===== config.mk =====
export PLATFORM = sky130hd
export DESIGN_NAME = i2cRateGen
export DESIGN_NICKNAME = d
export VERILOG_FILES = /design/src/rtl/i2cRatePkg.sv /design/src/rtl/i2cRateCtrl.sv /design/src/rtl/i2cRateDatapath.sv /design/src/rtl/i2cRateGen.sv
export SDC_FILE = /design/constraint.sdc
export NUM_CORES = 1
export LEC_CHECK = 0
export BUFFER_PORTS_ARGS = -buffer_cell sky130_fd_sc_hd__buf_2
export CAP_MARGIN = 0
export CORE_UTILIZATION = 45
export CTS_CLUSTER_SIZE = 24
export DETAILED_ROUTE_END_ITERATION = 12
export PLACE_DENSITY = 0.66
export SYNTH_ARGS = -nofsm -noshare
export SYNTH_HDL_FRONTEND = slang
export SYNTH_SLANG_ARGS = --single-unit

===== constraint.sdc =====
create_clock -name clk -period 5.4 [get_ports clk]
set_input_delay 0.81 -clock clk [delete_from_list [all_inputs] [get_ports clk]]
set_output_delay 0.81 -clock clk [all_outputs]
set_load 0.02 [all_outputs]

===== src/rtl/i2cRatePkg.sv =====
package i2cRatePkg;

  localparam int CODE_W    = 5;
  localparam int REG_W     = 16;
  localparam int DIV_W     = 9;
  localparam int DIV_STEP  = 12;
  localparam int DIV_BASE  = 16;
  localparam int DIV_TOP   = 400;
  localparam int FILT_BIT  = 14;
  localparam int EN_BIT    = 13;
  localparam int CODE_LSB  = 8;
  localparam int NUM_LINES = 2;

  typedef struct packed {
    logic              en;
    logic              filtOn;
    logic [CODE_W-1:0] code;
  } rateCfg_t;

  typedef struct packed {
    logic reload;
    logic sibClear;
  } ctrlStrobe_t;

  // Divisor for a prescaler code; zero means "no ticks"
  function automatic logic [DIV_W-1:0] divisorOf(input logic [CODE_W-1:0] code,
                                                 input logic filtOn);
    int base;
    if (code == '0) begin
      base = 0;
    end else if (code == {CODE_W{1'b1}}) begin
      base = DIV_TOP;
    end else begin
      base = DIV_STEP * int'(code) + DIV_BASE;
    end
    if (base != 0 && filtOn) base = base + 1;
    return DIV_W'(base);
  endfunction

endpackage


===== src/rtl/i2cRateCtrl.sv =====
module i2cRateCtrl
  import i2cRatePkg::*;
(
  input  logic             clk,
  input  logic             rstN,
  input  logic             wrEn,
  input  logic [REG_W-1:0] wrData,
  input  logic             busErr,
  output rateCfg_t         cfg,
  output ctrlStrobe_t      strobe,
  output logic [REG_W-1:0] rdData
);

  rateCfg_t cfgQ, cfgNext;
  logic     codeWrOk;
  logic     unusedWrBits;

  assign unusedWrBits = ^{wrData[REG_W-1], wrData[CODE_LSB-1:0]};

  always_comb begin
    cfgNext  = cfgQ;
    codeWrOk = wrEn && (!cfgQ.en || !wrData[EN_BIT]);
    if (wrEn) begin
      cfgNext.filtOn = wrData[FILT_BIT];
      cfgNext.en     = wrData[EN_BIT];
    end
    if (codeWrOk) cfgNext.code = wrData[CODE_LSB +: CODE_W];
    if (busErr) cfgNext.en = 1'b0;
  end

  always_comb begin
    strobe.sibClear = cfgQ.en && !cfgNext.en;
    strobe.reload   = (cfgNext.en && !cfgQ.en) ||
                      (divisorOf(cfgNext.code, cfgNext.filtOn) !=
                       divisorOf(cfgQ.code, cfgQ.filtOn));
  end

  always_ff @(posedge clk) begin
    if (!rstN) cfgQ <= '0;
    else       cfgQ <= cfgNext;
  end

  assign cfg = cfgQ;

  always_comb begin
    rdData                        = '0;
    rdData[FILT_BIT]              = cfgQ.filtOn;
    rdData[EN_BIT]                = cfgQ.en;
    rdData[CODE_LSB +: CODE_W]    = cfgQ.code;
  end

endmodule


===== src/rtl/i2cRateDatapath.sv =====
module i2cRateDatapath
  import i2cRatePkg::*;
(
  input  logic                 clk,
  input  logic                 rstN,
  input  rateCfg_t             cfg,
  input  ctrlStrobe_t          strobe,
  input  logic [NUM_LINES-1:0] lineIn,
  output logic [NUM_LINES-1:0] lineFilt,
  output logic                 tick
);

  logic [DIV_W-1:0] divisor;
  logic [DIV_W-1:0] cnt;
  logic             unusedStrobe;

  assign unusedStrobe = strobe.sibClear;
  assign divisor      = divisorOf(cfg.code, cfg.filtOn);
  assign tick         = cfg.en && (divisor != '0) && (cnt == divisor - 1'b1);

  always_ff @(posedge clk) begin
    if (!rstN)                           cnt <= '0;
    else if (strobe.reload || !cfg.en || tick) cnt <= '0;
    else if (divisor != '0)              cnt <= cnt + 1'b1;
  end

  // One agreement filter per bus line
  for (genvar i = 0; i < NUM_LINES; i++) begin : gLine
    logic samp0, samp1, held;
    always_ff @(posedge clk) begin
      if (!rstN) begin
        samp0 <= 1'b1;
        samp1 <= 1'b1;
        held  <= 1'b1;
      end else begin
        samp0 <= lineIn[i];
        samp1 <= samp0;
        if (samp0 == samp1) held <= samp0;
      end
    end
    assign lineFilt[i] = cfg.filtOn ? held : lineIn[i];
  end

endmodule


===== src/rtl/i2cRateGen.sv =====
module i2cRateGen
  import i2cRatePkg::*;
(
  input  logic        clk,
  input  logic        rstN,
  input  logic        wrEn,
  input  logic [15:0] wrData,
  output logic [15:0] rdData,
  input  logic        busErr,
  input  logic        sdaIn,
  input  logic        sclIn,
  output logic        sdaFilt,
  output logic        sclFilt,
  output logic        bitTick,
  output logic        ifEnable,
  output logic        sibClear
);

  rateCfg_t             cfg;
  ctrlStrobe_t          strobe;
  logic [NUM_LINES-1:0] lineFilt;

  i2cRateCtrl u_ctrl (
    .clk    (clk),
    .rstN   (rstN),
    .wrEn   (wrEn),
    .wrData (wrData),
    .busErr (busErr),
    .cfg    (cfg),
    .strobe (strobe),
    .rdData (rdData)
  );

  i2cRateDatapath u_dp (
    .clk      (clk),
    .rstN     (rstN),
    .cfg      (cfg),
    .strobe   (strobe),
    .lineIn   ({sclIn, sdaIn}),
    .lineFilt (lineFilt),
    .tick     (bitTick)
  );

  assign sdaFilt  = lineFilt[0];
  assign sclFilt  = lineFilt[1];
  assign ifEnable = cfg.en;
  assign sibClear = strobe.sibClear;

endmodule


==> flow_metrics.env <==
export IMPL_rows=26
export IMPL_switching_share_pct=38.3
export IMPL_synth_top_area_cell="dfxtp_1"
export IMPL_post_cts_setup_buffers=0
export IMPL_outcome="complete, no violations"
export IMPL_finalClockSkew_ns=0.0135
export IMPL_synth_area_per_cell_um2=8.26
export IMPL_gr_usage_all_layers_pct=20.0
export IMPL_n_antenna_cell=0
export IMPL_cts_clk_slew_worst_paths_ns=0.09
export IMPL_synth_main_ff_cell="dfxtp_1"
export IMPL_maximum_number_of_pins_on_one_net_before_global_route_repair=15
export IMPL_worst_slew_pin_slew_ns=0.527
export IMPL_p_per_area_nw_per_um2=228
export IMPL_die_x_um=77.0
export IMPL_final_nets=377
export IMPL_critical_path_max_stage_delay_ns=0.53
export IMPL_post_synth_main_area_contributors="dfxtp_1, ha_1, xor2_1"
export IMPL_antenna_violations_before_repair=0
export IMPL_clock_tree_root_cell="clkbuf_8"
export IMPL_tns_ns=0
export IMPL_multi_input_comb_area_um2=1990
export IMPL_p_leak_nw=1.23
export IMPL_drive_gt1_share_pct=18.6
export IMPL_tritoncts_clock_tree="built"
export IMPL_regArea_um2=442
export IMPL_yosys_warn_count=0
export IMPL_setup_violations=0
export IMPL_placement_cell_area_um2=2720
export IMPL_initial_utilization_pct=48.0
export IMPL_i_o_pin_count=43
export IMPL_ys_ff_latch=22
export IMPL_cp_data_required_time_ns=4.59
export IMPL_timing_hold_violations_final=0
export IMPL_post_drt_wl_per_cell_um=14.2
export IMPL_cts_sink_count=22
export IMPL_clk_insertion_delay_late_ns=0.28
export IMPL_netlist_cell_types=68
export IMPL_clock_tree_htree_level_count=1
export IMPL_r2r_cells=17
export IMPL_worstPathArrival_ns=4.28
export IMPL_p_comb_share_pct=48.4
export IMPL_internal_power_uw=397
export IMPL_cp_cell_sequence="ha_2, fa_2, ha_1, nor3_2, nand2_1, nor2_1, o211ai_1, a21oi_2, ha_2, xor2_1, nand2_1, nor3_1, o21ai_2, or4b_4, nor4_4, buf_2"
export IMPL_final_max_slew_viol_count=0
export IMPL_power_frac_seq_pct=26.9
export IMPL_fin_crit_sh_pct=94.3
export IMPL_globalplace_congestion=0.889
export IMPL_yosysTopAreaCellShare_pct=17.4
export IMPL_fin_ws_ns=0.309
export IMPL_avgViaCountPerCell=5.74
export IMPL_synthArstFlopShare_pct=0
export IMPL_worstSetupEndpointType="output pin"
export IMPL_design_core_area_um2=5270
export IMPL_post_synth_instance_area_um2=2530
export IMPL_timing_critical_path_fanout_max=7
export IMPL_drt_total_wl_um=5710
export IMPL_synth_enable_flop_cells=0
export IMPL_ys_seq_area_share_pct=17.4
export IMPL_first_global_vias=2174
export IMPL_post_route_drc_count=0
export IMPL_drt_first_iter_violations=109
export IMPL_finalWorstPathRequiredPeriod_ns=5.09
export IMPL_filler_cell_count=516
export IMPL_netSwitchingPower_uw=246
export IMPL_antenna_violating_nets_post_route=0
export IMPL_ir_worst_vdd_v=0.000143
export IMPL_synth_cells=306
export IMPL_hold_depth=1
export IMPL_max_clock_path_buffers=2
export IMPL_max_slew_headroom_at_the_worst_pin_pct=64.9
export IMPL_power_share_clock_pct=24.7
export IMPL_globalRoute_totalOverflow=0
export IMPL_first_pass_iters=4
export IMPL_rsz0062_at_grt="no"
export IMPL_grt_pass1_wl_um=9760
export IMPL_startpoint_type="flip-flop"
export IMPL_detailroute_via_count=2315
export IMPL_die_height_um=77.0
export IMPL_critical_path_slowest_cell="or4b_4"
export IMPL_final_hold_worst_slack_ns=0.449
export IMPL_fp_dieArea_um2=5920
export IMPL_worstSetupPathType="reg2out"
export IMPL_placement_setup_worst_slack_ns=0.328
export IMPL_hold_path_class="reg2reg"
export IMPL_max_cap_violations=0
export IMPL_detailed_place_hpwl_um=4490
export IMPL_timing_fmax_ghz=0.196
export IMPL_area_growth_pct=11.5
export IMPL_port_buffer_count=24
export IMPL_tritoncts_buffers=3
export IMPL_final_area_um2=2820
==> layout make-up <==
type / instances / share of cell area [%]
clock inverter: 1 / 1.06
timing repair buffer: 32 / 6.39
multi-input combinational: 262 / 70.5
tap: 70 / 3.11
inverter: 13 / 1.82
sequential: 22 / 15.7
clock buffer: 3 / 1.46
==> layout by cell type, fill, tap and decap left out, drive strengths merged, types with 8 or more instances in the layout <==
cell type   n
xor2       14
nor3       23
xnor2      13
o2111ai     8
o21ai      14
buf        32
inv        13
conb        9
dfxtp      22
ha         19
a21oi      16
and2        8
nand2      19
mux2i       9
nor2       18
nor2b       8
==> final timing paths <==
| path | startpoint | end | slack (ns) |
|---|---|---|---|
| hold reg to reg | u_dp.gLine[0].samp0$_SDFF_PN1_ | u_dp.gLine[0].samp1$_SDFF_PN1_ | 0.45 |
| hold / removal | u_dp.gLine[0].samp0$_SDFF_PN1_ | u_dp.gLine[0].samp1$_SDFF_PN1_ | 0.45 |
| setup / recovery | u_ctrl.cfg[1]$_SDFF_PN0_ | bitTick | 0.31 |
| setup reg to reg | u_ctrl.cfg[6]$_SDFF_PN0_ | u_dp.cnt[2]$_SDFFE_PP0N_ | 0.96 |
==> worst max-delay path, delay by kind of cell (launching register included) <==
kind | cells | cell delay (ns)
AND/OR/NAND/NOR | 7 | 1.42
buffers and inverters | 1 | 0.20
adder cells (fa/ha/maj) | 4 | 1.40
XOR/XNOR | 1 | 0.14
flip-flops | 1 | 0.39
AO/OA/AOI/OAI | 3 | 0.44
==> flip-flops by register name, indices dropped and copies added, names as in the netlist <==
register and flops:
u_dp.gLine.samp0 2, u_ctrl.cfg 7, u_dp.gLine.samp1 2, u_dp.cnt 9, u_dp.gLine.held 2
==> cells in the mapped netlist, types with 4 or more instances <==
cell type / count
dfxtp_1: 22
nor3_1: 22
ha_1: 19
nand2_1: 19
nor2_1: 18
a21oi_1: 16
xor2_1: 14
inv_1: 12
xnor2_1: 12
buf_4: 10
and2_1: 8
mux2i_1: 8
nor2b_1: 8
o21ai_0: 8
o2111ai_1: 7
and3_1: 6
clkbuf_1: 6
nand2b_1: 6
nand3_1: 6
a21o_1: 5
mux2_2: 4
o21ai_1: 4
==> timing repair <==
item | CTS | global route
endpoints found under the setup margin | 0 | 1
gates resized for setup | 0 | 7
hold endpoints to repair | 0 | 0
hold buffers | 0 | 0
==> kinds of logic (layout without fill, tap and decap cells) <==
| family | Yosys count | in the layout | share of synthesized area [%] |
|---|---|---|---|
| flops | 22 | 22 | 17.4 |
| simple gates | 114 | 114 | 25.3 |
| fa+ha+maj | 21 | 21 | 11.0 |
| buf+inv | 30 | 49 | 6.09 |
| mux | 13 | 13 | 5.49 |
| other cells | 1 | 9 | 0.148 |
| compound gates | 77 | 77 | 24.0 |
| xor+xnor | 28 | 28 | 10.5 |
==> power groups by stage <==
stage | Sequential [mW] | Combinational (mW) | Clock [mW]
after floorplan | 0.179 | 0.241 | 0
after global placement | 0.176 | 0.298 | 0
after detailed placement | 0.176 | 0.304 | 0
after CTS | 0.173 | 0.306 | 0.163
after global routing | 0.174 | 0.340 | 0.169
final | 0.173 | 0.311 | 0.159
==> per-stage QoR <==
step | power (mW) | utilization (%) | cells
after detailed placement | 0.480 | 51.7 | 399
after CTS | 0.641 | 53.0 | 403
after global routing | 0.683 | 53.5 | 403
after floorplan | 0.420 | - | 314
final | 0.643 | 53.5 | 403
after global placement | 0.475 | 51.7 | 399
==> routing by layer <==
layer  GRT usage, %  vias to the layer above  share of wire (%)
met5              0                        -                  0
met4           5.77                        0                1.3
met3           1.67                        7                2.7
met2           34.2                       46                 48
met1           26.7                     1089                 48
li1               -                     1173                  -
Power figures use the tool's default switching activity.
